## config.mk

```make
export PLATFORM = sky130hd
export DESIGN_NAME = mixwidth_adapter
export DESIGN_NICKNAME = d
export VERILOG_FILES = /design/src/rtl/mwa_pkg.sv /design/src/rtl/mwa_width_lut.sv /design/src/rtl/mwa_leaf_plan.sv /design/src/rtl/mwa_lane.sv /design/src/rtl/mixwidth_adapter.sv
export SDC_FILE = /design/constraint.sdc
export NUM_CORES = 1
export LEC_CHECK = 0
export ABC_AREA = 1
export ABC_CLOCK_PERIOD_IN_PS = 4550
export BUFFER_PORTS_ARGS = -buffer_cell sky130_fd_sc_hd__buf_2
export CAP_MARGIN = 20
export CORE_MARGIN = 2
export CORE_UTILIZATION = 51
export DETAILED_ROUTE_END_ITERATION = 10
export GPL_TIMING_DRIVEN = 0
export PLACE_DENSITY = 0.76
export SETUP_SLACK_MARGIN = 0.15
export SKIP_LAST_GASP = 1
export SLEW_MARGIN = 30
export SYNTH_ARGS = -nofsm -noshare
export SYNTH_HDL_FRONTEND = slang
export SYNTH_HIERARCHICAL = 1
export SYNTH_SLANG_ARGS = --single-unit
```

## constraint.sdc

```tcl
create_clock -name clk_i -period 4.55 [get_ports clk_i]
set_clock_uncertainty 0.1 [all_clocks]
set_input_delay 0.455 -clock clk_i [delete_from_list [all_inputs] [get_ports clk_i]]
set_output_delay 0.455 -clock clk_i [all_outputs]
set_load 0.005 [all_outputs]
```

## src/rtl/mwa_pkg.sv

```systemverilog
package mwa_pkg;
  localparam int unsigned DATA_W = 32;

  typedef enum logic [1:0] {
    ST_IDLE = 2'd0,
    ST_RUN  = 2'd1,
    ST_WB   = 2'd2,
    ST_FIN  = 2'd3
  } seq_state_e;

  // Table code: 0 unmapped, 1 byte, 2 half, 3 word -> log2 of bytes
  function automatic logic [1:0] code_to_lg(input logic [1:0] code);
    case (code)
      2'd2:    return 2'd1;
      2'd3:    return 2'd2;
      default: return 2'd0;
    endcase
  endfunction

  function automatic logic [DATA_W-1:0] lane_mask(input logic [1:0] lg);
    case (lg)
      2'd0:    return 32'h0000_00FF;
      2'd1:    return 32'h0000_FFFF;
      default: return 32'hFFFF_FFFF;
    endcase
  endfunction
endpackage

```

## src/rtl/mwa_width_lut.sv

```systemverilog
module mwa_width_lut #(
  parameter int unsigned ADDR_W = 10,
  parameter int unsigned LIMIT  = 512,
  parameter int unsigned MAP_W  = LIMIT / 2,
  parameter logic [MAP_W-1:0] MAP = MAP_W'(32'h00FF_AA55)
) (
  input  logic [ADDR_W-1:0] addr_i,
  output logic [1:0]        code_o
);
  localparam int unsigned IW = $clog2(MAP_W);

  logic [IW-1:0] idx;
  logic          unused_lsb;

  assign unused_lsb = ^addr_i[1:0];
  assign idx        = IW'({addr_i[ADDR_W-1:2], 1'b0});

  always_comb begin
    code_o = 2'd0;
    if (addr_i < ADDR_W'(LIMIT)) code_o = MAP[idx +: 2];
  end
endmodule

```

## src/rtl/mwa_leaf_plan.sv

```systemverilog
module mwa_leaf_plan #(
  parameter int unsigned ADDR_W = 10
) (
  input  logic [ADDR_W-1:0] p_i,       // current byte offset
  input  logic [1:0]        n_lg_i,    // request size, log2 bytes
  input  logic [1:0]        k_i,       // byte cursor inside request
  input  logic [1:0]        w_lg_i,    // native width of p_i's group
  output logic [1:0]        s_lg_o,    // piece size
  output logic [ADDR_W-1:0] nat_addr_o,
  output logic [1:0]        nat_sh_o,  // lane shift in native word, bytes
  output logic [1:0]        req_sh_o,  // lane shift in request word, bytes
  output logic              rmw_o,
  output logic              last_o
);
  logic [1:0] wmask, smask, off;
  logic [2:0] nat_t, req_t, k_next;

  always_comb begin
    // widest piece the request hierarchy allows at this cursor
    if (n_lg_i == 2'd2 && k_i == 2'd0 && w_lg_i == 2'd2)              s_lg_o = 2'd2;
    else if (n_lg_i >= 2'd1 && !k_i[0] && w_lg_i >= 2'd1)             s_lg_o = 2'd1;
    else                                                               s_lg_o = 2'd0;

    wmask      = 2'((3'd1 << w_lg_i) - 3'd1);
    smask      = 2'((3'd1 << s_lg_o) - 3'd1);
    off        = p_i[1:0] & wmask & ~smask;
    nat_addr_o = p_i & ~ADDR_W'(wmask);

    nat_t    = (3'd1 << w_lg_i) - {1'b0, off} - (3'd1 << s_lg_o);
    req_t    = (3'd1 << n_lg_i) - {1'b0, k_i} - (3'd1 << s_lg_o);
    nat_sh_o = nat_t[1:0];
    req_sh_o = req_t[1:0];
    rmw_o    = s_lg_o < w_lg_i;

    k_next = {1'b0, k_i} + (3'd1 << s_lg_o);
    last_o = k_next >= (3'd1 << n_lg_i);
  end
endmodule

```

## src/rtl/mwa_lane.sv

```systemverilog
module mwa_lane
  import mwa_pkg::*;
(
  input  logic [DATA_W-1:0] nat_rdata_i,
  input  logic [DATA_W-1:0] hold_i,
  input  logic [DATA_W-1:0] wdata_i,
  input  logic [1:0]        s_lg_i,
  input  logic [1:0]        nat_sh_i,
  input  logic [1:0]        req_sh_i,
  input  logic              merge_i,
  output logic [DATA_W-1:0] rd_piece_o,
  output logic [DATA_W-1:0] nat_wdata_o
);
  logic [DATA_W-1:0] msk, rd_field, wr_field, base, lane_m;

  always_comb begin
    msk         = lane_mask(s_lg_i);
    rd_field    = (nat_rdata_i >> {nat_sh_i, 3'b000}) & msk;
    rd_piece_o  = rd_field << {req_sh_i, 3'b000};
    wr_field    = (wdata_i >> {req_sh_i, 3'b000}) & msk;
    lane_m      = msk << {nat_sh_i, 3'b000};
    base        = merge_i ? hold_i : '0;
    nat_wdata_o = (base & ~lane_m) | (wr_field << {nat_sh_i, 3'b000});
  end
endmodule

```

## src/rtl/mixwidth_adapter.sv

```systemverilog
module mixwidth_adapter
  import mwa_pkg::*;
#(
  parameter int unsigned BUS_AW = 32,
  parameter int unsigned ADDR_W = 10,
  parameter int unsigned LIMIT  = 512,
  parameter int unsigned MAP_W  = LIMIT / 2,
  parameter logic [MAP_W-1:0] MAP = MAP_W'(32'h00FF_AA55)
) (
  input  logic              clk_i,
  input  logic              rst_ni,
  input  logic              req_i,
  input  logic              we_i,
  input  logic [1:0]        size_i,
  input  logic [BUS_AW-1:0] addr_i,
  input  logic [31:0]       wdata_i,
  output logic              busy_o,
  output logic              done_o,
  output logic              err_o,
  output logic [31:0]       rdata_o,
  output logic              nat_req_o,
  output logic              nat_we_o,
  output logic [1:0]        nat_size_o,
  output logic [ADDR_W-1:0] nat_addr_o,
  output logic [31:0]       nat_wdata_o,
  input  logic [31:0]       nat_rdata_i
);
  localparam int unsigned NLUT = 3; // first byte, last byte, cursor

  seq_state_e        state_q;
  logic [ADDR_W-1:0] a_q;
  logic [1:0]        n_lg_q, k_q;
  logic              we_q, err_q;
  logic [31:0]       wdata_q, hold_q, acc_q;

  logic [ADDR_W-1:0] a_in, p;
  logic [ADDR_W:0]   last_wide;
  logic              err_in, unused_addr_hi;
  logic [ADDR_W-1:0] lut_addr [NLUT];
  logic [1:0]        lut_code [NLUT];

  logic [1:0]        w_lg, s_lg, nat_sh, req_sh;
  logic [ADDR_W-1:0] plan_addr;
  logic              rmw, last_piece;
  logic [31:0]       rd_piece, lane_wdata;

  assign unused_addr_hi = ^addr_i[BUS_AW-1:ADDR_W];
  assign a_in           = addr_i[ADDR_W-1:0];
  assign last_wide      = {1'b0, a_in} + (ADDR_W+1)'((4'd1 << size_i) - 4'd1);
  assign p              = a_q + ADDR_W'(k_q);

  always_comb begin
    lut_addr[0] = a_in;
    lut_addr[1] = last_wide[ADDR_W-1:0];
    lut_addr[2] = p;
  end

  for (genvar g = 0; g < NLUT; g++) begin : g_lut
    mwa_width_lut #(
      .ADDR_W(ADDR_W), .LIMIT(LIMIT), .MAP_W(MAP_W), .MAP(MAP)
    ) u_lut (
      .addr_i(lut_addr[g]),
      .code_o(lut_code[g])
    );
  end

  // at most two groups are touched by a 1..4 byte request
  assign err_in = (size_i == 2'd3) || (lut_code[0] == 2'd0) || (lut_code[1] == 2'd0)
                || (last_wide >= (ADDR_W+1)'(LIMIT));
  assign w_lg   = code_to_lg(lut_code[2]);

  mwa_leaf_plan #(.ADDR_W(ADDR_W)) u_plan (
    .p_i       (p),
    .n_lg_i    (n_lg_q),
    .k_i       (k_q),
    .w_lg_i    (w_lg),
    .s_lg_o    (s_lg),
    .nat_addr_o(plan_addr),
    .nat_sh_o  (nat_sh),
    .req_sh_o  (req_sh),
    .rmw_o     (rmw),
    .last_o    (last_piece)
  );

  mwa_lane u_lane (
    .nat_rdata_i(nat_rdata_i),
    .hold_i     (hold_q),
    .wdata_i    (wdata_q),
    .s_lg_i     (s_lg),
    .nat_sh_i   (nat_sh),
    .req_sh_i   (req_sh),
    .merge_i    (state_q == ST_WB),
    .rd_piece_o (rd_piece),
    .nat_wdata_o(lane_wdata)
  );

  always_ff @(posedge clk_i or negedge rst_ni) begin
    if (!rst_ni) begin
      state_q <= ST_IDLE;
      a_q     <= '0;
      n_lg_q  <= '0;
      k_q     <= '0;
      we_q    <= 1'b0;
      err_q   <= 1'b0;
      wdata_q <= '0;
      hold_q  <= '0;
      acc_q   <= '0;
    end else begin
      case (state_q)
        ST_IDLE: if (req_i) begin
          a_q     <= a_in;
          n_lg_q  <= size_i;
          we_q    <= we_i;
          wdata_q <= wdata_i;
          k_q     <= '0;
          acc_q   <= '0;
          err_q   <= err_in;
          state_q <= err_in ? ST_FIN : ST_RUN;
        end
        ST_RUN: begin
          if (!we_q) acc_q <= acc_q | rd_piece;
          if (we_q && rmw) begin
            hold_q  <= nat_rdata_i;
            state_q <= ST_WB;
          end else if (last_piece) begin
            state_q <= ST_FIN;
          end else begin
            k_q <= k_q + 2'((3'd1 << s_lg));
          end
        end
        ST_WB: begin
          if (last_piece) state_q <= ST_FIN;
          else begin
            k_q     <= k_q + 2'((3'd1 << s_lg));
            state_q <= ST_RUN;
          end
        end
        default: state_q <= ST_IDLE;
      endcase
    end
  end

  assign busy_o      = state_q != ST_IDLE;
  assign done_o      = state_q == ST_FIN;
  assign err_o       = done_o && err_q;
  assign rdata_o     = acc_q;
  assign nat_req_o   = (state_q == ST_RUN) || (state_q == ST_WB);
  assign nat_we_o    = ((state_q == ST_RUN) && we_q && !rmw) || (state_q == ST_WB);
  assign nat_size_o  = w_lg;
  assign nat_addr_o  = plan_addr;
  assign nat_wdata_o = lane_wdata;

  AST_NAT_IN_LIMIT: assert property (@(posedge clk_i) disable iff (!rst_ni)
    nat_req_o |-> (nat_addr_o < ADDR_W'(LIMIT)));
  AST_ERR_SILENT: assert property (@(posedge clk_i) disable iff (!rst_ni)
    err_o |-> !$past(nat_req_o));
  AST_NAT_ALIGNED: assert property (@(posedge clk_i) disable iff (!rst_ni)
    nat_req_o |-> ((nat_addr_o & ((ADDR_W'(1) << nat_size_o) - ADDR_W'(1))) == '0));
  AST_WB_PAIR: assert property (@(posedge clk_i) disable iff (!rst_ni)
    (state_q == ST_WB) |-> ($past(nat_req_o && !nat_we_o) && $stable(nat_addr_o)));
  AST_DONE_PULSE: assert property (@(posedge clk_i) disable iff (!rst_ni)
    done_o |=> !done_o);
  AST_DONE_AFTER_ACCESS: assert property (@(posedge clk_i) disable iff (!rst_ni)
    (done_o && !err_o) |-> $past(nat_req_o));
endmodule

```

==> results of run 1 <==
## metrics by stage
stage          hold WS, ns  instance area (µm²)  std cells
5_1_grt             0.1575                12320       1683
3_3_place_gp        0.3671                 9598       1577
6_report            0.1579                12320       1684
2_1_floorplan      0.05941                 8522       1197
3_5_place_dp        0.2837                 9635       1578
4_1_cts             0.1537                10900       1638
## state kept, by name, indices dropped and copies added, names as in the netlist
| register | count |
|---|---|
| n_lg_q | 2 |
| hold_q | 32 |
| wdata_q | 32 |
| k_q | 2 |
| rdata_o | 32 |
| we_q | 1 |
| err_q | 1 |
| a_q | 10 |
| state_q | 2 |
## what timing repair did
action                                 in CTS  in global routing
buffers inserted                           26                 35
hold buffers                                1                  0
resized for setup                         123                229
gates cloned                                1                 10
pin swaps                                  49                114
endpoints found under the hold margin      48                  0
setup endpoints to repair                  99                101
## per-layer routing
| layer | GRT usage (%) | up-vias |
|---|---|---|
| met5 | 0 | - |
| met4 | 11.53 | 0 |
| met3 | 5.211 | 122 |
| met2 | 50.52 | 611 |
| met1 | 39.97 | 4596 |
| li1 | - | 4370 |
## critical path: cells and delay by family, from the launching register on
family | cells | cell delay, ns
compound gates | 1 | 0.05
xor+xnor | 3 | 0.49
fa+ha+maj | 2 | 0.58
buf+inv | 7 | 0.94
flops | 1 | 0.45
simple gates | 15 | 1.82
## cell usage in the layout (no fill, tap or decap), drive strengths merged, types with 10 or more instances in the layout
cell and n:
nand2 405, buf 284, nand3 163, inv 118
dfrtp 114, nor2 87, a21oi 74, mux2 65
clkbuf 37, o21ai 32, ha 29, nand4 11
xor2 10
## worst max-delay path by stage
stage	to	cells after the start
6_report	nat_wdata_o[11]	28
3_5_place_dp	nat_wdata_o[9]	28
4_1_cts	nat_wdata_o[19]	28
3_3_place_gp	nat_wdata_o[8]	26
5_1_grt	nat_wdata_o[27]	28
2_1_floorplan	nat_wdata_o[30]	28
## area by class of cell
cell class,instances,area share [%]
Multi-Input combinational cell,899,48.29
Sequential cell,114,23.18
Timing Repair Buffer,233,13.14
Buffer,72,4.894
Inverter,113,3.584
Clock buffer,17,3.452
Tap cell,220,2.234
Clock inverter,15,1.208
Antenna cell,1,0.02031
==> run_results.csv, run 1 <==
group,metric,value,unit
run_status,outcome,"finished with violations",
run_status,failed_checks,"setup timing",
layout,multi_input_area,0.005951,mm²
routing,wl_met3,2783,µm
global_routing,globalRoute.totalOverflow,0,
cts,cts_tree,"yes",
hold_path,hold_start,"wdata_i[5]",
logic_synthesis,syn-cell-area,0.008493,mm²
sta,tightest_slew,0.5301,ns
logic_synthesis,yosys_warnings,6,
flow_run,cap_violations,0,
setup_path,crit_path_max_fanout,6,
setup_path,crit_arrival,4.79,ns
sta,max_freq,187.2,MHz
setup_path,critPathCaptureType,"output port",
setup_path,r2r_slack,-0.56,ns
floorplan,core.rowCount,47,
global_routing,grt.total_usage,30.46,%
cts,htreeDepth,4,
layout,seq_area,0.002856,mm²
setup_path,regToRegEndpoint,"k_q[1]$_DFFE_PN0P_",
sta,fin_setup_tns,-23.21,ns
layout,layout-drive-gt1-share,44.63,%
sta,hold_viol_final,0,
routing,wl,30690,µm
routing,ant_nets,0,
sta,drv_slew,0,
routing,wl_met2,14690,µm
place,io_buffer_count,160,
setup_path,critPathLaunch,"k_q[1]$_DFFE_PN0P_",
cts,insertion_delay,0.43,ns
cts,clkTransAtPathRegs,0.06,ns
place,dp_worst_setup_slack,-0.7073,ns
floorplan,dieArea,0.01770,mm²
hold_path,hold_class,"in2reg",
logic_synthesis,postSynthAreaPerCell,7.095,µm²
cts,cts.sinks,114,
cts,clock-root-buffer,"clkbuf_16",
cts,clock_path_buffers,2,
routing,vias,9699,
sta,setup_ws,-0.7932,ns
sta,fin_crit_sh,117.4,%
floorplan,dieHeight,133.0,µm
sta,setup_viol,42,
setup_path,worstSetupPathType,"reg2out",
place,dpl.hpwl,19840,µm
sta,rsz0062_at_grt,"true",
logic_synthesis,syn-num-nets,1332,
routing,first_pass_iters,6,
setup_path,cp.required,3.99,ns
floorplan,die_w,133.0,µm
setup_path,rr_startpoint,"k_q[1]$_DFFE_PN0P_",
sta,fin_crit,5.343,ns
global_routing,antenna_found_initial,1,
setup_path,crit_path_frequent_cell,"nand2_1",
layout,syn_to_final_growth,45.09,%
global_routing,grt_pass1_vias,8521,
routing,via_per_inst,5.760,
routing,wl_met1,12080,µm
layout,final_util,75.11,%
hold_path,hold_end,"wdata_q[5]$_DFFE_PN0P_",
setup_path,crit_slowest_cell,"dfrtp_2",
routing,drt_iter0_drc,1145,
routing,top_layer_used,"met4",
hold_path,hold_depth,2,
floorplan,core_area,0.01641,mm²
routing,avgRoutedWirePerCell,18.23,µm
floorplan,start_util,51.77,%
floorplan,ios,183,
setup_path,cpPeakStageDelay,0.45,ns
routing,drc_errors,0,
layout,fillers,1155,
global_routing,grt_pass1_wl,42540,µm
cts,numCtsBuffers,17,
global_routing,grt_max_degree,67,
logic_synthesis,synthCells,1197,
layout,nets,1585,
setup_path,startpoint_type,"flip-flop",
place,gp_congestion,0.9456,
sta,max-slew-margin-rel,64.66,%
setup_path,rr_worst_depth,32,
Power of run 1 is left out: the tool's default activity adds up to more than one toggle a clock period on the data nets, which glitch-free logic cannot reach.
==> run 2: changes to the inputs <==
--- a/config.mk
+++ b/config.mk
@@ -10,10 +10,10 @@
 export BUFFER_PORTS_ARGS = -buffer_cell sky130_fd_sc_hd__buf_2
 export CAP_MARGIN = 20
 export CORE_MARGIN = 2
-export CORE_UTILIZATION = 51
+export CORE_UTILIZATION = 38
 export DETAILED_ROUTE_END_ITERATION = 10
 export GPL_TIMING_DRIVEN = 0
-export PLACE_DENSITY = 0.76
+export PLACE_DENSITY = 0.59
 export SETUP_SLACK_MARGIN = 0.15
 export SKIP_LAST_GASP = 1
 export SLEW_MARGIN = 30
==> run_results.csv, run 2 (same netlist as run 1, synthesis figures left out) <==
group,metric,value,unit
setup_path,crit_path_frequent_cell,"nand3_2",
sta,drv_slew,0,
sta,fin_setup_tns,-15.51,ns
routing,vias,9088,
global_routing,globalRoute.totalOverflow,0,
place,gp_congestion,0.9110,
floorplan,dieArea,0.02356,mm²
global_routing,grt_max_degree,65,
routing,ant_nets,0,
place,dpl.hpwl,21770,µm
layout,layout-drive-gt1-share,43.44,%
floorplan,dieHeight,153.5,µm
run_status,outcome,"finished with violations",
sta,fin_crit_sh,111.4,%
layout,layout.cells.most_common_list,"nand2_1, buf_2, dfrtp_1",
setup_path,critPathCaptureType,"output port",
routing,avgRoutedWirePerCell,17.44,µm
floorplan,ios,183,
run_status,failed_checks,"setup timing",
flow_run,cap_violations,0,
routing,drc_errors,0,
setup_path,crit_slowest_cell,"dfrtp_2",
setup_path,cpPeakStageDelay,0.45,ns
setup_path,cp.required,3.99,ns
floorplan,die_w,153.5,µm
cts,cts_tree,"yes",
global_routing,grt_pass1_vias,8555,
sta,max-slew-margin-rel,59.18,%
sta,hold_viol_final,0,
routing,via_per_inst,5.235,
floorplan,start_util,38.80,%
cts,clock_path_buffers,2,
cts,cts.sinks,114,
hold_path,hold_class,"in2reg",
routing,first_pass_iters,6,
layout,nets,1577,
floorplan,core.rowCount,54,
sta,rsz0062_at_grt,"true",
sta,max_freq,197.3,MHz
global_routing,antenna_found_initial,2,
cts,htreeDepth,4,
sta,tightest_slew,0.6124,ns
cts,numCtsBuffers,17,
layout,fillers,2074,
layout,syn_to_final_growth,42.63,%
sta,setup_ws,-0.5193,ns
place,io_buffer_count,160,
cts,insertion_delay,0.43,ns
global_routing,grt.total_usage,24.48,%
setup_path,worstSetupPathType,"reg2out",
cts,clkTransAtPathRegs,0.06,ns
routing,wl,30280,µm
setup_path,startpoint_type,"flip-flop",
setup_path,crit_arrival,4.51,ns
cts,clock-root-buffer,"clkbuf_16",
sta,setup_viol,37,
sta,fin_crit,5.069,ns
routing,drt_iter0_drc,704,
floorplan,core_area,0.02189,mm²
layout,final_common_cell,"nand2_1",
global_routing,grt_pass1_wl,45640,µm
setup_path,crit_path_max_fanout,8,
## run 2: changes by cell type in the layout (fill, tap and decap cells not counted), sizes merged
| cell | previous run | this run |
|---|---|---|
| bufinv | 1 | 0 |
| clkbuf | 37 | 30 |
| inv | 118 | 119 |
| nand3 | 163 | 162 |
## run 2: worst paths after layout
path / slack (ns) / end / cells after the start / from
worst max register to register: -0.25 / k_q[1]$_DFFE_PN0P_ / 31 / k_q[1]$_DFFE_PN0P_
worst min-delay path: 0.16 / wdata_q[5]$_DFFE_PN0P_ / 2 / wdata_i[5]
max in group asynchronous: 3.24 / k_q[0]$_DFFE_PN0P_ / 3 / rst_ni
worst max-delay path: -0.52 / nat_wdata_o[17] / 27 / k_q[1]$_DFFE_PN0P_
worst min register to register: 0.39 / n_lg_q[1]$_DFFE_PN0P_ / 2 / n_lg_q[1]$_DFFE_PN0P_
min in group asynchronous: 0.43 / wdata_q[7]$_DFFE_PN0P_ / 2 / rst_ni
## run 2: area by class of cell
type | instances | area (µm²) | area share, %
clock inverter | 15 | 123.9 | 1.023
multi-input combinational | 898 | 5907 | 48.76
timing repair buffer | 227 | 1445 | 11.93
antenna | 1 | 2.502 | 0.02066
inverter | 113 | 436.7 | 3.605
tap | 280 | 350.3 | 2.892
buffer | 71 | 568.0 | 4.689
clock buffer | 17 | 425.4 | 3.512
sequential | 114 | 2855 | 23.57
## run 2: worst max-delay path: cells and delay by family (launching register included)
family | cells | cell delay [ns]
xor+xnor | 1 | 0.17
flops | 1 | 0.45
buf+inv | 9 | 1.01
compound gates | 2 | 0.39
fa+ha+maj | 1 | 0.28
simple gates | 14 | 1.75
## run 2: timing repair
action                                  4_1_cts  5_1_grt
endpoints found under the hold margin        50        0
hold buffers                                  1        0
gates resized for setup                     158      169
pin swaps                                    69      111
cloned                                        3        2
setup buffers                                33       27
endpoints found under the setup margin       99       99
## run 2: layer usage
layer	up-vias	GRT usage, %	part of all wire, %
met5	-	0	0.043
met4	2	5.417	1.4
met3	37	4.594	6.7
met2	342	39.75	48
met1	4372	34.08	44
li1	4335	-	-
## run 2: stage by stage
step                      worst slack, ns  util [%]  cell area [µm²]  std cells  hold WS, ns
final                             -0.5193     55.34            12110       1736       0.1601
after floorplan                    0.1506         -             8522       1197      0.05941
after global routing              -0.7235     55.33            12110       1735       0.1503
after CTS                         -0.5367     50.81            11120       1706       0.1454
after detailed placement          -0.6718     44.36             9711       1638       0.2930
after global placement            -0.6716     44.19             9673       1637       0.3706
Power of run 2 is left out for the same reason.
==> run 3: changes to the inputs <==
--- a/config.mk
+++ b/config.mk
@@ -5,7 +5,6 @@
 export SDC_FILE = /design/constraint.sdc
 export NUM_CORES = 1
 export LEC_CHECK = 0
-export ABC_AREA = 1
 export ABC_CLOCK_PERIOD_IN_PS = 4550
 export BUFFER_PORTS_ARGS = -buffer_cell sky130_fd_sc_hd__buf_2
 export CAP_MARGIN = 20
==> run_results.csv, run 3 <==
group,metric,value,unit
routing,via_per_inst,5.552,
setup_path,worstSetupPathType,"reg2out",
setup_path,crit_arrival,4.87,ns
place,dpl.hpwl,21270,µm
logic_synthesis,syn-num-nets,1051,
cts,cts_tree,"yes",
cts,cts.sinks,114,
setup_path,r2r_slack,-0.35,ns
setup_path,cpPeakStageDelay,0.40,ns
global_routing,globalRoute.totalOverflow,0,
layout,finalNonFillerCells,1429,
sta,setup_ws,-0.8747,ns
sta,worst_hold_slack,0.1660,ns
logic_synthesis,yosys_warnings,6,
global_routing,grt_pass1_wl,44750,µm
routing,ant_nets,0,
logic_synthesis,syn-cell-area,0.008379,mm²
floorplan,core_area,0.02176,mm²
sta,rsz0062_at_grt,"true",
routing,vias,7934,
flow_run,cap_violations,0,
layout,final_common_cell,"buf_2",
floorplan,core.rowCount,54,
setup_path,crit_path_max_fanout,10,
sta,max_freq,184.3,MHz
routing,drc_errors,0,
sta,fin_setup_tns,-25.75,ns
setup_path,critPathCaptureType,"output port",
place,gp_congestion,0.9625,
layout,layout-drive-gt1-share,42.38,%
floorplan,dieArea,0.02325,mm²
global_routing,grt_max_degree,69,
routing,first_pass_iters,6,
setup_path,critPathLaunch,"a_q[0]$_DFFE_PN0P_",
routing,wl,29170,µm
routing,avgRoutedWirePerCell,20.41,µm
hold_path,hold_class,"in2reg",
setup_path,crit_slowest_cell,"dfrtp_1",
floorplan,die_w,152.5,µm
cts,numCtsBuffers,17,
place,dp_worst_setup_slack,-1.311,ns
sta,max-slew-margin-rel,45.04,%
cts,htreeDepth,4,
logic_synthesis,postSynthAreaPerCell,9.148,µm²
place,io_buffer_count,160,
layout,syn_to_final_growth,36.52,%
sta,tightest_slew,0.8244,ns
sta,setup_viol,48,
cts,clock-root-buffer,"clkbuf_16",
cts,clkTransAtPathRegs,0.06,ns
sta,hold_viol_final,0,
global_routing,antenna_found_initial,0,
setup_path,startpoint_type,"flip-flop",
global_routing,grt_pass1_vias,7684,
hold_path,hold_start,"wdata_i[5]",
cts,insertion_delay,0.42,ns
setup_path,cp.required,3.99,ns
sta,drv_slew,0,
setup_path,crit_chain,"ha_4 -> inv_2 -> fa_2 -> nor2b_4 -> nand2_2 -> xnor2_2 -> inv_1 -> ha_1 -> and2_4 -> nor2b_4 -> buf_6 -> nor2_4 -> nor4b_4 -> nor2_1 -> ha_1 -> xor2_2 -> xnor2_4 -> buf_8 -> buf_4 -> buf_6 -> a21oi_1 -> o211ai_1 -> buf_2",
routing,drt_iter0_drc,703,
sta,fin_crit_sh,119.2,%
floorplan,ios,183,
layout,layout.cells.most_common_list,"buf_2, dfrtp_1, nor2_1, mux2_2, nand2_1",
layout,diodes,0,
floorplan,dieHeight,152.5,µm
global_routing,grt.total_usage,24.57,%
sta,fin_crit,5.425,ns
floorplan,start_util,38.52,%
place,place_inst,1357,
run_status,outcome,"finished with violations",
cts,clock_path_buffers,2,
layout,nets,1272,
setup_path,rr_startpoint,"a_q[0]$_DFFE_PN0P_",
run_status,failed_checks,"setup timing",
layout,fillers,2020,
logic_synthesis,synthCells,916,
run 3: per-layer routing:
| metal | vias to the layer above | GRT usage, % | part of all wire [%] |
|---|---|---|---|
| met5 | - | 0 | 0 |
| met4 | 0 | 7.187 | 2.3 |
| met3 | 58 | 5.034 | 7.0 |
| met2 | 352 | 40.13 | 47 |
| met1 | 3813 | 33.15 | 43 |
| li1 | 3711 | - | - |
run 3: final cells by class:
class	instances	area [µm²]	share of cell area, %
tap	280	350.3	3.062
sequential	114	2855	24.96
inverter	47	186.4	1.630
clock buffer	23	488.0	4.266
clock inverter	8	102.6	0.8969
buffer	61	526.8	4.605
timing repair buffer	202	1237	10.82
multi-input combinational	694	5693	49.76
run 3: final timing paths:
kind | cells past startpoint | end
min in group asynchronous | 2 | wdata_q[10]$_DFFE_PN0P_
max reg2reg | 24 | state_q[1]$_DFFE_PN0P_
min reg2reg | 2 | rdata_o[1]$_DFFE_PN0P_
min | 2 | wdata_q[5]$_DFFE_PN0P_
max in group asynchronous | 3 | k_q[1]$_DFFE_PN0P_
max | 23 | nat_wdata_o[22]
run 3: metrics by stage:
stage / area [µm²] / utilization (%)
CTS: 10980 / 50.45
finish: 11440 / 52.58
global placement: 9649 / 44.35
floorplan: 8498 / -
detailed placement: 9687 / 44.53
global route: 11440 / 52.58
run 3: critical path, delay by kind of cell (launching register included):
kind | cells | cell delay, ns
xor+xnor | 3 | 0.68
flops | 1 | 0.40
buf+inv | 7 | 0.89
fa+ha+maj | 4 | 1.12
simple gates | 7 | 0.93
compound gates | 2 | 0.42
run 3: repair_timing:
item | in CTS | in global routing
gates resized for setup | 109 | 67
hold endpoints to repair | 46 | 0
hold buffers | 1 | 0
pin swaps | 25 | 18
cloned | 0 | 2
setup endpoints to repair | 101 | 99
setup buffers | 25 | 13
Power of run 3 is left out for the same reason.
